`config.mk`:
```
export PLATFORM = sky130hd
export DESIGN_NAME = cart_bank_ctrl
export DESIGN_NICKNAME = d
export VERILOG_FILES = /design/src/rtl/cbc_pkg.sv /design/src/rtl/cbc_reg_file.sv /design/src/rtl/cbc_rom_map.sv /design/src/rtl/cbc_ram_map.sv /design/src/rtl/cart_bank_ctrl.sv
export SDC_FILE = /design/constraint.sdc
export NUM_CORES = 1
export LEC_CHECK = 0
export ABC_AREA = 1
export BUFFER_PORTS_ARGS = -buffer_cell sky130_fd_sc_hd__buf_2
export CAP_MARGIN = 0
export CORE_UTILIZATION = 36
export CTS_CLUSTER_DIAMETER = 30
export CTS_CLUSTER_SIZE = 40
export DETAILED_ROUTE_END_ITERATION = 7
export PLACE_DENSITY = 0.79
export SLEW_MARGIN = 40
export SYNTH_ARGS = -nofsm -noshare
export SYNTH_HDL_FRONTEND = slang
export SYNTH_SLANG_ARGS = --single-unit
```
`constraint.sdc`:
```
create_clock -name clk -period 1.3 [get_ports clk]
set_clock_uncertainty 0.2 [all_clocks]
set_input_delay 0.13 -clock clk [delete_from_list [all_inputs] [get_ports clk]]
set_output_delay 0.13 -clock clk [all_outputs]
set_load 0.01 [all_outputs]
```
`src/rtl/cbc_pkg.sv`:
```
`timescale 1ns/1ps
package cbc_pkg;

  // Mapping mode held in the mode register
  typedef enum logic {
    MAP_WIDE_ROM = 1'b0,
    MAP_WIDE_RAM = 1'b1
  } map_mode_e;

  // Register chosen by CPU address bits 14:13 during a write below 0x8000
  typedef enum logic [1:0] {
    SEL_GATE      = 2'd0,
    SEL_PRIMARY   = 2'd1,
    SEL_SECONDARY = 2'd2,
    SEL_MODE      = 2'd3
  } reg_sel_e;

  typedef struct packed {
    logic       ram_gate;
    logic [4:0] primary;
    logic [1:0] secondary;
    map_mode_e  mode;
  } bank_regs_t;

  localparam logic [3:0] GATE_KEY = 4'hA;
  localparam logic [7:0] OPEN_BUS = 8'hFF;
  localparam int unsigned BANK_CALC_W = 8;

  // Zero is promoted to one before the board wiring narrows the value
  function automatic logic [4:0] fix_primary(input logic [4:0] raw,
                                             input logic [4:0] mask);
    logic [4:0] promoted;
    promoted = (raw == 5'd0) ? 5'd1 : raw;
    return promoted & mask;
  endfunction

endpackage

```
`src/rtl/cbc_reg_file.sv`:
```
`timescale 1ns/1ps
module cbc_reg_file
  import cbc_pkg::*;
#(
  parameter bit MULTI_WIRING = 1'b0
) (
  input  logic       clk,
  input  logic       rst_n,
  input  logic       wr_en,
  input  logic [1:0] sel,
  input  logic [7:0] wdata,
  output bank_regs_t regs_q
);

  localparam logic [4:0] PRI_MASK = MULTI_WIRING ? 5'h0F : 5'h1F;

  logic unused_ok;
  assign unused_ok = ^wdata[7:5];

  always_ff @(posedge clk or negedge rst_n) begin
    if (!rst_n) begin
      regs_q.ram_gate  <= 1'b0;
      regs_q.primary   <= 5'd1;
      regs_q.secondary <= 2'd0;
      regs_q.mode      <= MAP_WIDE_ROM;
    end else if (wr_en) begin
      case (reg_sel_e'(sel))
        SEL_GATE:      regs_q.ram_gate  <= (wdata[3:0] == GATE_KEY);
        SEL_PRIMARY:   regs_q.primary   <= fix_primary(wdata[4:0], PRI_MASK);
        SEL_SECONDARY: regs_q.secondary <= wdata[1:0];
        SEL_MODE:      regs_q.mode      <= map_mode_e'(wdata[0]);
        default:       regs_q.mode      <= regs_q.mode;
      endcase
    end
  end

endmodule

```
`src/rtl/cbc_rom_map.sv`:
```
`timescale 1ns/1ps
module cbc_rom_map
  import cbc_pkg::*;
#(
  parameter bit MULTI_WIRING = 1'b0,
  parameter int unsigned ROM_BW = 6,
  localparam int unsigned ROM_AW = ROM_BW + 14
) (
  input  bank_regs_t        regs,
  input  logic              hi_window,
  input  logic [13:0]       offset,
  output logic [ROM_AW-1:0] rom_addr
);

  logic [BANK_CALC_W-1:0] upper_bits;
  logic [BANK_CALC_W-1:0] switch_bank;
  logic [BANK_CALC_W-1:0] fixed_bank;
  logic [BANK_CALC_W-1:0] chosen_bank;

  // Board wiring decides where the secondary bits land
  generate
    if (MULTI_WIRING) begin : g_multi
      assign upper_bits = {2'b00, regs.secondary, 4'b0000};
    end else begin : g_normal
      assign upper_bits = {1'b0, regs.secondary, 5'b00000};
    end
  endgenerate

  always_comb begin
    switch_bank = upper_bits | {3'b000, regs.primary};
    fixed_bank  = (regs.mode == MAP_WIDE_RAM) ? upper_bits : '0;
    chosen_bank = hi_window ? switch_bank : fixed_bank;
  end

  // Modulo the power-of-two bank count: keep the low bank bits
  assign rom_addr = {chosen_bank[ROM_BW-1:0], offset};

  logic unused_ok;
  assign unused_ok = ^chosen_bank;

endmodule

```
`src/rtl/cbc_ram_map.sv`:
```
`timescale 1ns/1ps
module cbc_ram_map
  import cbc_pkg::*;
#(
  parameter int unsigned RAM_BANKS = 4,
  localparam int unsigned RAM_BW = (RAM_BANKS > 1) ? $clog2(RAM_BANKS) : 1,
  localparam int unsigned RAM_AW = RAM_BW + 13
) (
  input  bank_regs_t        regs,
  input  logic [12:0]       offset,
  output logic [RAM_AW-1:0] ram_addr
);

  logic [1:0]        sel_bank;
  logic [RAM_BW-1:0] fit_bank;

  assign sel_bank = (regs.mode == MAP_WIDE_RAM) ? regs.secondary : 2'b00;

  generate
    if (RAM_BANKS > 1) begin : g_banked
      assign fit_bank = sel_bank[RAM_BW-1:0];
    end else begin : g_single
      assign fit_bank = '0;
    end
  endgenerate

  assign ram_addr = {fit_bank, offset};

  logic unused_ok;
  assign unused_ok = ^{sel_bank, regs.primary, regs.ram_gate};

endmodule

```
`src/rtl/cart_bank_ctrl.sv`:
```
`timescale 1ns/1ps
module cart_bank_ctrl
  import cbc_pkg::*;
#(
  parameter int unsigned ROM_BANKS    = 64,
  parameter int unsigned RAM_BANKS    = 4,
  parameter bit          MULTI_WIRING = 1'b0,
  parameter bit          RAM_FITTED   = 1'b1,
  localparam int unsigned ROM_BW = $clog2(ROM_BANKS),
  localparam int unsigned ROM_AW = ROM_BW + 14,
  localparam int unsigned RAM_BW = (RAM_BANKS > 1) ? $clog2(RAM_BANKS) : 1,
  localparam int unsigned RAM_AW = RAM_BW + 13
) (
  input  logic              clk,
  input  logic              rst_n,
  input  logic [15:0]       cpu_addr,
  input  logic [7:0]        cpu_wdata,
  input  logic              cpu_wr,
  input  logic [7:0]        rom_rdata,
  input  logic [7:0]        ram_rdata,
  output logic [ROM_AW-1:0] rom_addr,
  output logic [RAM_AW-1:0] ram_addr,
  output logic              ram_cs,
  output logic              ram_we,
  output logic [7:0]        cpu_rdata
);

  bank_regs_t regs_q;
  logic       in_rom;
  logic       in_ram;
  logic       ram_gate;
  logic       ram_live;
  logic       mode_bit;

  assign in_rom   = ~cpu_addr[15];
  assign in_ram   = (cpu_addr[15:13] == 3'b101);
  assign ram_gate = regs_q.ram_gate;
  assign ram_live = ram_gate & RAM_FITTED;
  assign mode_bit = regs_q.mode;

  cbc_reg_file #(
    .MULTI_WIRING(MULTI_WIRING)
  ) u_regs (
    .clk   (clk),
    .rst_n (rst_n),
    .wr_en (cpu_wr & in_rom),
    .sel   (cpu_addr[14:13]),
    .wdata (cpu_wdata),
    .regs_q(regs_q)
  );

  cbc_rom_map #(
    .MULTI_WIRING(MULTI_WIRING),
    .ROM_BW      (ROM_BW)
  ) u_rom_map (
    .regs     (regs_q),
    .hi_window(cpu_addr[14]),
    .offset   (cpu_addr[13:0]),
    .rom_addr (rom_addr)
  );

  cbc_ram_map #(
    .RAM_BANKS(RAM_BANKS)
  ) u_ram_map (
    .regs    (regs_q),
    .offset  (cpu_addr[12:0]),
    .ram_addr(ram_addr)
  );

  assign ram_cs = in_ram & ram_live;
  assign ram_we = ram_cs & cpu_wr;

  always_comb begin
    if (in_rom)        cpu_rdata = rom_rdata;
    else if (ram_cs)   cpu_rdata = ram_rdata;
    else               cpu_rdata = OPEN_BUS;
  end

endmodule

```
* After elaboration in Yosys (flattened, before gate mapping)
Index checks and enable logic that the tools add are counted.
** Storage, ports and cells
- Input bits :: 43
- Register bits after elaboration :: 9
- Word-level logic and storage cells :: 26
- Memories kept :: 0
- Bits in read-only memories :: 0
- Output and inout port bits :: 45
- Latch bits :: 0
- Memory bits (writable) :: 0
** Cells by class
- Reduce and logical (&&, ||, !) cells :: 6
- Bitwise gates (word level) :: 5
- Multiplexer cells :: 6
- Order comparisons :: 0
- Multiply operators :: 0
- Divide/modulo/power cells :: 0
- Shift operators :: 0
- Equal/unequal tests :: 5
- Add/sub/neg operators :: 0
** Operator list (number)
- 8-bit 2-to-1 mux :: 2
- 6-bit 2-to-1 mux :: 2
- 2-bit AND reduction :: 4
- 6-bit by 5-bit bitwise OR with 6-bit output :: 1
- 5-bit zero test :: 1
- 5-bit 2-to-1 mux :: 1
- 2-bit == test (second input constant) :: 2
- 4-bit == test (second input constant) :: 1
- 1-bit AND :: 3
- 3-bit == test (second input constant) :: 1
- 2-bit by 1-bit == test with 1-bit output (second input constant) :: 1
- 2-bit zero test :: 1
- 2-bit 2-to-1 mux :: 1
- 1-bit NOT :: 1

* Depth between registers and ports, before layout
Gate-level depths: netlist (run 1).
- Word-level depth :: 4
- Depth in mapped cells :: 6
- Depth with buffers taken out :: 6

* Modules after synthesis
Synthesis (run 1) repeated with hierarchy kept, for this count alone.
** Second synthesis, totals
- Cells, all modules :: 141
- Area, all modules :: 903.4 µm²
** Modules (own cells, without submodules)
- cbc_reg_file :: area each 396.6 µm², cells an instance 48, times used 1, seq. area each 226.5 µm²
- cart_bank_ctrl :: area each 240.2 µm², cells an instance 49, times used 1, seq. area each 0.0 µm²
- cbc_rom_map :: area each 153.9 µm², cells an instance 27, times used 1, seq. area each 0.0 µm²
- cbc_ram_map :: area each 112.6 µm², cells an instance 17, times used 1, seq. area each 0.0 µm²

* Worst setup path before layout (run 1)
OpenSTA, ideal clock, no wires.
- Path type :: reg2out
- Start point :: register u_regs.regs_q[8] (netlist name)
- End point :: output cpu_rdata[0]
- Data required time :: 970 ps
- Slack :: 169 ps
- Stages on the path, launching flop included :: 6
- Buffers on the path :: 0
- Data arrival time :: 801 ps
- Cell sequence :: dfrtp_1 -> nand2_1 -> nor2_8 -> nand2_1 -> nand2_1 -> inv_1
** Between the ends
- Longest elaborated chain between the ends :: 3
** RTL lines
- 1-bit AND :: line cart_bank_ctrl.sv:70 : assign ram_cs = in_ram & ram_live;
- via ram_cs :: line cart_bank_ctrl.sv:23 : output logic ram_cs,
- 8-bit 2-to-1 mux :: line cart_bank_ctrl.sv:75 : else if (ram_cs) cpu_rdata = ram_rdata;
- 8-bit 2-to-1 mux :: line cart_bank_ctrl.sv:74 : if (in_rom) cpu_rdata = rom_rdata;
- end: declaration :: line cart_bank_ctrl.sv:25 : output logic [7:0] cpu_rdata
The timed path passes the listed nets, and every way through them passes these cells.

* Worst setup path in the final report (run 1)
- Start point :: register u_regs.regs_q[8] (netlist name)
- End point :: output cpu_rdata[0]
** Between the ends
- Longest elaborated chain between the ends :: 3
** RTL lines (line)
- 1-bit AND :: cart_bank_ctrl.sv:70
- 8-bit 2-to-1 mux :: cart_bank_ctrl.sv:75
- 8-bit 2-to-1 mux :: cart_bank_ctrl.sv:74
Every way passes these cells.

==> metrics.txt, run 1 <==
initial antenna violation count 0; Largest regs u_regs.regs_q (9); post-route ant nets 0; Max IR drop VDD ~0.40 mV; clk slew on worst S/H paths roughly 0.070 ns; Slew HR approximately 86%; flops & latches, synth 9; CP dominant cell by count nand2_1; CP Launch Type flop; Synth Area in XOR/XNOR 0%; switching share of total power between 30% and 40%; Comb pwr share 32.8%; clock root buffer clkbuf_4; 1st-iter DRT viols 17; Synth area leader buf_4; Leak between 0.0007 and 0.0008 µW; first-pass detailed-route iteration total 4; post-synthesis sequential area ratio 24.3%; post-CTS setup buffers 0; CP endpoint cpu_rdata[0]; Reg with most FFs u_regs.regs_q; RSZ-0062 raised after global routing true; fin crit share 118%; vias in the first global route 615; crit end category output port; pin count of the biggest net entering global routing 12; r2r worst-path depth 2; die height around 53 µm; die area roughly 0.0028 mm²; worst-margin pin slew between 0.2 and 0.25 ns; drt total wl about 1900 µm; DP Worst Slack about 0.031 ns; NetSw around 280 µW; wire per inst ~9 µm; Core Area 0.00245 mm²; max frequency approximately 650 MHz; CTS H-tree depth 1; Largest register FFs 9; Worst path slowest cell dfrtp_1; mux cell area share after synthesis 0%; Synth Area in Compound Gates under 10%; ys flop type dfrtp_1; vias per cell slightly above 4; Area Overhead vs Synth 20.6%; top cells by area, synth buf_4 (22%), nand2_1 (22%), dfrtp_1 (22%), inv_1 (11%), or2_1 (5.4%); Sink Count 9; Post-Synth Simple-Gate Area about 40%; min cycle time layout ~1.5 ns; clk_lat worst skew approximately 0.26 ns; Worst EP required approximately 0.97 ns; Mapped Cells 147; first-pass GRT wire length between 2000 and 3000 µm; total CTS buffers 3; CP Class reg -> out; P_int 584 µW; largest family of logic cells by synthesized area simple AND/OR/NAND/NOR gates; Reg2Reg Capture Point u_regs.regs_q[3]$_DFFE_PN1P_; DP HPWL around 1300 µm; antenna cells 0; CTS tree done; top-area cell type share of the netlist area between 20% and 30%; Initial Util ~38%; crit-path cells nand2_4 -> nor2_4 -> nand2_1 -> nand2_1 -> inv_2 -> buf_6; failing checks negative setup slack; Fin. Hold Viols 0; CP Max Fanout 4; outcome complete, but fails checks; share of post-route cells with drive strength above 1 approximately 37%; Clk network pwr share between 20% and 30%; Ys Warns 0; clk buf depth 2; Final Max Tran Viols 0; final setup fails 11; Final #Nets about 220; total grt overflow 0; FP Rows 18; DR vias approximately 840; Worst path max stage delay approximately 0.38 ns; Synth cell types 18; max cap viols 0; die width ~53 µm; CP arrival 1.20 ns; IO Count about 90; r2r setup slk slightly below 0.4 ns; power per cell area 767 mW/mm²; asr flop ratio synth 100%; number of synthesized flops with an enable pin 0; Post-Synth Adder-Cell Area 0%; Placer Congestion ~0.77; final core utilization a little under half; worst flop-to-flop path startpoint u_regs.regs_q[3]$_DFFE_PN1P_; worst setup margin -0.232 ns; Seq pwr share 42.0%; # DRC 0; Port Buffers 45; syn avg cell area 6.33 µm²; gr usage total between 10% and 20%; Mapped Nets between 150 and 200; Cell Area, Synth 931 µm²; Worst Hold Class in -> reg; Worst Setup SP u_regs.regs_q[8]$_DFFE_PN0P_
==> worst min path at each step <==
stage | from | end | cells past startpoint
detailed placement | rst_n | u_regs.regs_q[5]$_DFFE_PN0P_ | 1
global placement | rst_n | u_regs.regs_q[5]$_DFFE_PN0P_ | 1
global route | cpu_addr[3] | ram_addr[3] | 0
CTS | cpu_addr[14] | u_regs.regs_q[8]$_DFFE_PN0P_ | 5
finish | cpu_addr[13] | u_regs.regs_q[0]$_DFFE_PN0P_ | 4
floorplan | rst_n | u_regs.regs_q[0]$_DFFE_PN0P_ | 0
==> through the flow <==
stage / TNS, ns / instance area (µm²) / cells / hold slack [ns] / total power, µW
2_1_floorplan: 0 / 931 / 147 / -0.366 / 594
3_3_place_gp: 0 / 990 / 195 / -0.212 / 617
3_5_place_dp: 0 / 990 / 195 / -0.207 / 623
4_1_cts: -1.61 / 1100 / 207 / 0.0353 / 861
5_1_grt: -2.32 / 1120 / 207 / 0.0600 / 930
6_report: -1.65 / 1120 / 207 / 0.0413 / 861
==> critical path, delay by kind of cell (launching register included) <==
kind | cells | cell delay (ns)
buf+inv | 2 | 0.15
simple gates | 4 | 0.41
flops | 1 | 0.38
==> cells in the mapped netlist (2+ instances only) <==
cell / instances
dfrtp_1: 8
nand2_2: 2
nor2_1: 4
nand2_1: 54
inv_1: 28
or2_1: 8
inv_2: 2
buf_4: 27
nor2_4: 2
nand4_1: 3
o21ai_0: 2
==> kinds of logic after synthesis <==
kind of cell / count (synthesis)
and+or+nand+nor: 77
buffers and inverters: 59
DFF: 9
AOI/OAI and AO/OA: 2
==> what timing repair did <==
item                                    4_1_cts  5_1_grt
gates cloned                                  1        0
endpoints found under the setup margin       11       11
hold endpoints to repair                     17        0
gates resized for setup                       2        6
hold buffers                                  7        0
pin swaps                                     4        5
==> power groups by stage <==
| stage | sequential (µW) | combinational [µW] | clock (µW) |
|---|---|---|---|
| finish | 362 | 283 | 216 |
| global route | 368 | 324 | 237 |
| CTS | 361 | 279 | 220 |
| global placement | 364 | 253 | 0 |
| floorplan | 359 | 236 | 0 |
| detailed placement | 365 | 258 | 0 |
==> cells in the final DEF (no fill, tap or decap), types with 2 or more instances in the layout <==
| master | count |
|---|---|
| clkbuf_4 | 3 |
| buf_2 | 43 |
| buf_4 | 2 |
| nor2_4 | 3 |
| nand2_2 | 4 |
| nand2_4 | 2 |
| or2_1 | 8 |
| nor2_1 | 4 |
| dfrtp_1 | 8 |
| inv_1 | 26 |
| o21ai_0 | 2 |
| dlygate4sd3_1 | 7 |
| nand2_1 | 51 |
| nand4_1 | 3 |
| buf_6 | 2 |
| inv_2 | 4 |
==> layer usage <==
layer,vias up,part of all wire (%),track usage [%]
li1,454,-,-
met1,361,44,17.6
met2,18,49,19.6
met4,0,1.3,7.02
met5,-,0,0
met3,2,5.4,2.01
==> layout make-up <==
type | instances | area (µm²)
inverter | 30 | 113
sequential | 9 | 226
timing repair buffer | 54 | 323
multi-input combinational | 80 | 397
tap | 30 | 37.5
clock buffer | 4 | 26.3
fill | 253 | 1330
Note: power is estimated with default switching activity, not from simulation.
==> inputs of run 2 (changes only) <==
ABC_AREA = unset   (was 1)
CORE_UTILIZATION = 33   (was 36)
PLACE_DENSITY = 0.8   (was 0.79)
==> metrics.txt, run 2 <==
commonest non-fill, non-tap cell in the layout buf_2 (was nand2_1); Port Buffers 45 (unchanged); P_int 625 µW (was 584 µW); Mapped Cells 77 (was 147); worst-margin pin slew 0.320 ns (was 0.206 ns); Worst Hold Class in -> reg (unchanged); clk slew on worst S/H paths 0.06 ns (was 0.07 ns); 1st-iter DRT viols 8 (was 17); Synth Area in Compound Gates 11.5% (was 1.08%); Leak 0.000487 µW (was 0.000744 µW); Comb pwr share 33.4% (was 32.8%); Area Overhead vs Synth 29.3% (was 20.6%); gr usage total 16.3% (was 13.0%); Reg with most FFs u_regs.regs_q (unchanged); ys flop type dfrtp_1 (unchanged); fin crit share 113% (was 118%); die width 50.0 µm (was 52.9 µm); die height 50.0 µm (was 52.9 µm); vias per cell 4.79 (was 4.03); wire per inst 13.8 µm (was 8.98 µm); top-area cell type share of the netlist area 26.7% (was 21.8%); syn avg cell area 9.86 µm² (was 6.33 µm²); vias in the first global route 671 (was 615); Fin. Hold Viols 1 (was 0); Largest register FFs 9 (unchanged); Final Max Tran Viols 0 (unchanged); top cells by area, synth buf_4 (27%), dfrtp_1 (26%), o22a_1 (9.2%), mux2_1 (5.9%), and2_1 (5.8%) (was buf_4 (22%), nand2_1 (22%), dfrtp_1 (22%), inv_1 (11%), or2_1 (5.4%)); Synth cell types 22 (was 18); total CTS buffers 3 (unchanged); Largest regs u_regs.regs_q (9) (unchanged); Seq pwr share 42.5% (was 42.0%); Ys Warns 0 (unchanged); Initial Util 34.7% (was 37.9%); Synth Area in XOR/XNOR 0% (unchanged); CP Max Fanout 5 (was 4); Worst EP required 0.97 ns (about the same); power per cell area 897 mW/mm² (was 767 mW/mm²); CP arrival 1.13 ns (was 1.20 ns); Final #Nets 152 (was 221); most frequent cells in the layout buf_2 (43), o22a_1 (8), dfrtp_1 (7) (was nand2_1 (51), buf_2 (43), inv_1 (26), or2_1 (8), dfrtp_1 (8)); initial antenna violation count 0 (unchanged); Post-Synth Simple-Gate Area 17.8% (was 39.0%); final core utilization 44.8% (was 45.7%); first-pass GRT wire length 3040 µm (was 2700 µm); IO Count 88 (unchanged); Post-Synth Adder-Cell Area 0% (unchanged); synth cell count leaders buf_4 (27), dfrtp_1 (8), o22a_1 (8) (was nand2_1 (54), inv_1 (28), buf_4 (27)); number of synthesized flops with an enable pin 0 (unchanged); antenna cells 0 (unchanged); crit end category output port (unchanged); share of post-route cells with drive strength above 1 59.3% (was 36.7%); CP Class reg -> out (unchanged); DP HPWL 1360 µm (was 1330 µm); CP Launch Type flop (unchanged); Sink Count 9 (unchanged); clk_lat worst skew 0.26 ns (about the same); Worst Setup SP u_regs.regs_q[8]$_DFFE_PN0P_ (unchanged); asr flop ratio synth 100% (unchanged); Cell Area, Synth 759 µm² (was 931 µm²); switching share of total power 29.0% (was 32.1%); drt total wl 1880 µm (was 1860 µm); Placer Congestion 0.733 (was 0.775); count leader, synth buf_4 (was nand2_1); worst flop-to-flop path startpoint u_regs.regs_q[0]$_DFFE_PN0P_ (was u_regs.regs_q[3]$_DFFE_PN1P_); final setup fails 12 (was 11); Slew HR 78.6% (was 86.3%); pin count of the biggest net entering global routing 10 (was 12); post-route ant nets 0 (unchanged); # DRC 0 (unchanged); clk buf depth 2 (unchanged); Final Power 881 µW (was 861 µW); outcome complete, but fails checks (unchanged); CTS tree done (unchanged); Mapped Nets 120 (was 190); Core Area 0.00219 mm² (was 0.00245 mm²); FP Rows 17 (was 18); first-pass detailed-route iteration total 6 (was 4); Synth area leader buf_4 (unchanged); mux cell area share after synthesis 10.4% (was 0%); NetSw 256 µW (was 277 µW); flops & latches, synth 9 (unchanged); post-synthesis sequential area ratio 29.8% (was 24.3%); clock root buffer clkbuf_4 (unchanged); Hold WS -0.0427 ns (was 0.0413 ns); largest family of logic cells by synthesized area buffers and inverters (was simple AND/OR/NAND/NOR gates); worst setup margin -0.163 ns (was -0.232 ns); hold_sp cpu_wdata[0] (was cpu_addr[13]); RSZ-0062 raised after global routing true (unchanged); die area 0.00250 mm² (was 0.00279 mm²); total grt overflow 0 (unchanged); Max IR drop VDD 0.572 mV (was 0.401 mV); Fillers 226 (was 253); CTS H-tree depth 1 (unchanged); max frequency 684 MHz (was 653 MHz); failing checks negative hold slack, negative setup slack (was negative setup slack); min cycle time layout 1.46 ns (was 1.53 ns); max cap viols 0 (unchanged); DR vias 651 (was 835); Clk network pwr share 24.2% (was 25.1%)
==> run 2: changes by cell type after synthesis, moves of 3 or more <==
cell / previous run / this run
nand4_1: 3 / 0
nand2_1: 54 / 1
and2_1: 0 / 7
or2_1: 8 / 0
mux2_2: 0 / 3
mux2_1: 0 / 4
inv_1: 28 / 2
o22a_1: 0 / 8
==> run 2: what timing repair did <==
item,in CTS,in global routing
resized for setup,3,5
buffers inserted,0,0
pin swaps,10,2
hold buffers,6,3
endpoints found under the setup margin,12,16
gates cloned,1,0
hold endpoints to repair,18,5
==> run 2: kinds of logic (layout without fill, tap and decap cells) <==
kind of cell / after synthesis / in the layout
multiplexers: 7 / 7
AO/OA/AOI/OAI: 11 / 11
AND/OR/NAND/NOR: 18 / 19
flip-flops: 9 / 9
buffers and inverters: 32 / 62
==> run 2: worst paths after layout <==
| kind | slack, ns | end | depth (start not counted) |
|---|---|---|---|
| min in group asynchronous | 0.05 | u_regs.regs_q[1]$_DFFE_PN0P_ | 2 |
| max in group asynchronous | 0.60 | u_regs.regs_q[3]$_DFFE_PN1P_ | 2 |
| max reg2reg | 0.31 | u_regs.regs_q[0]$_DFFE_PN0P_ | 1 |
| min reg2reg | 0.28 | u_regs.regs_q[4]$_DFFE_PN0P_ | 1 |
| min | -0.04 | u_regs.regs_q[8]$_DFFE_PN0P_ | 3 |
| max | -0.16 | cpu_rdata[4] | 3 |
==> run 2: worst max-delay path, cell delays in order (launching register included) <==
cell and delay (ns):
dfrtp_2 0.41, nand4b_4 0.14, o22a_1 0.18, buf_2 0.14
==> run 2: area by class of cell <==
class / count / area, µm² / share of cell area [%]
multi-input combinational: 37 / 354 / 36.1
timing repair buffer: 56 / 332 / 33.8
sequential: 9 / 228 / 23.2
tap: 28 / 35.0 / 3.57
clock buffer: 4 / 26.3 / 2.68
inverter: 2 / 7.51 / 0.764
==> run 2: metal layers <==
| layer | vias up | track usage [%] | part of all wire, % |
|---|---|---|---|
| met2 | 27 | 27.0 | 50 |
| met5 | - | 0 | 0 |
| li1 | 309 | - | - |
| met4 | 0 | 13.3 | 3.4 |
| met1 | 297 | 18.3 | 39 |
| met3 | 18 | 2.47 | 7.8 |
==> run 2: through the flow <==
step                instance area, µm²  setup slack, ns  TNS, ns  instances  hold WS (ns)
finish                             982           -0.163    -1.50        136       -0.0427
global route                       982           -0.239    -2.33        136       -0.0375
CTS                                961           -0.185    -1.94        137       0.00987
detailed placement                 841           -0.111   -0.710        126        -0.209
global placement                   841           -0.107   -0.480        126        -0.218
floorplan                          759           0.0918        0         77        -0.366
==> run 2: power groups by stage <==
stage          Sequential [µW]  Clock [µW]  Combinational (µW)
4_1_cts                    374         229                 283
3_5_place_dp               376           0                 260
2_1_floorplan              365           0                 226
6_report                   374         213                 294
3_3_place_gp               372           0                 253
5_1_grt                    381         241                 321
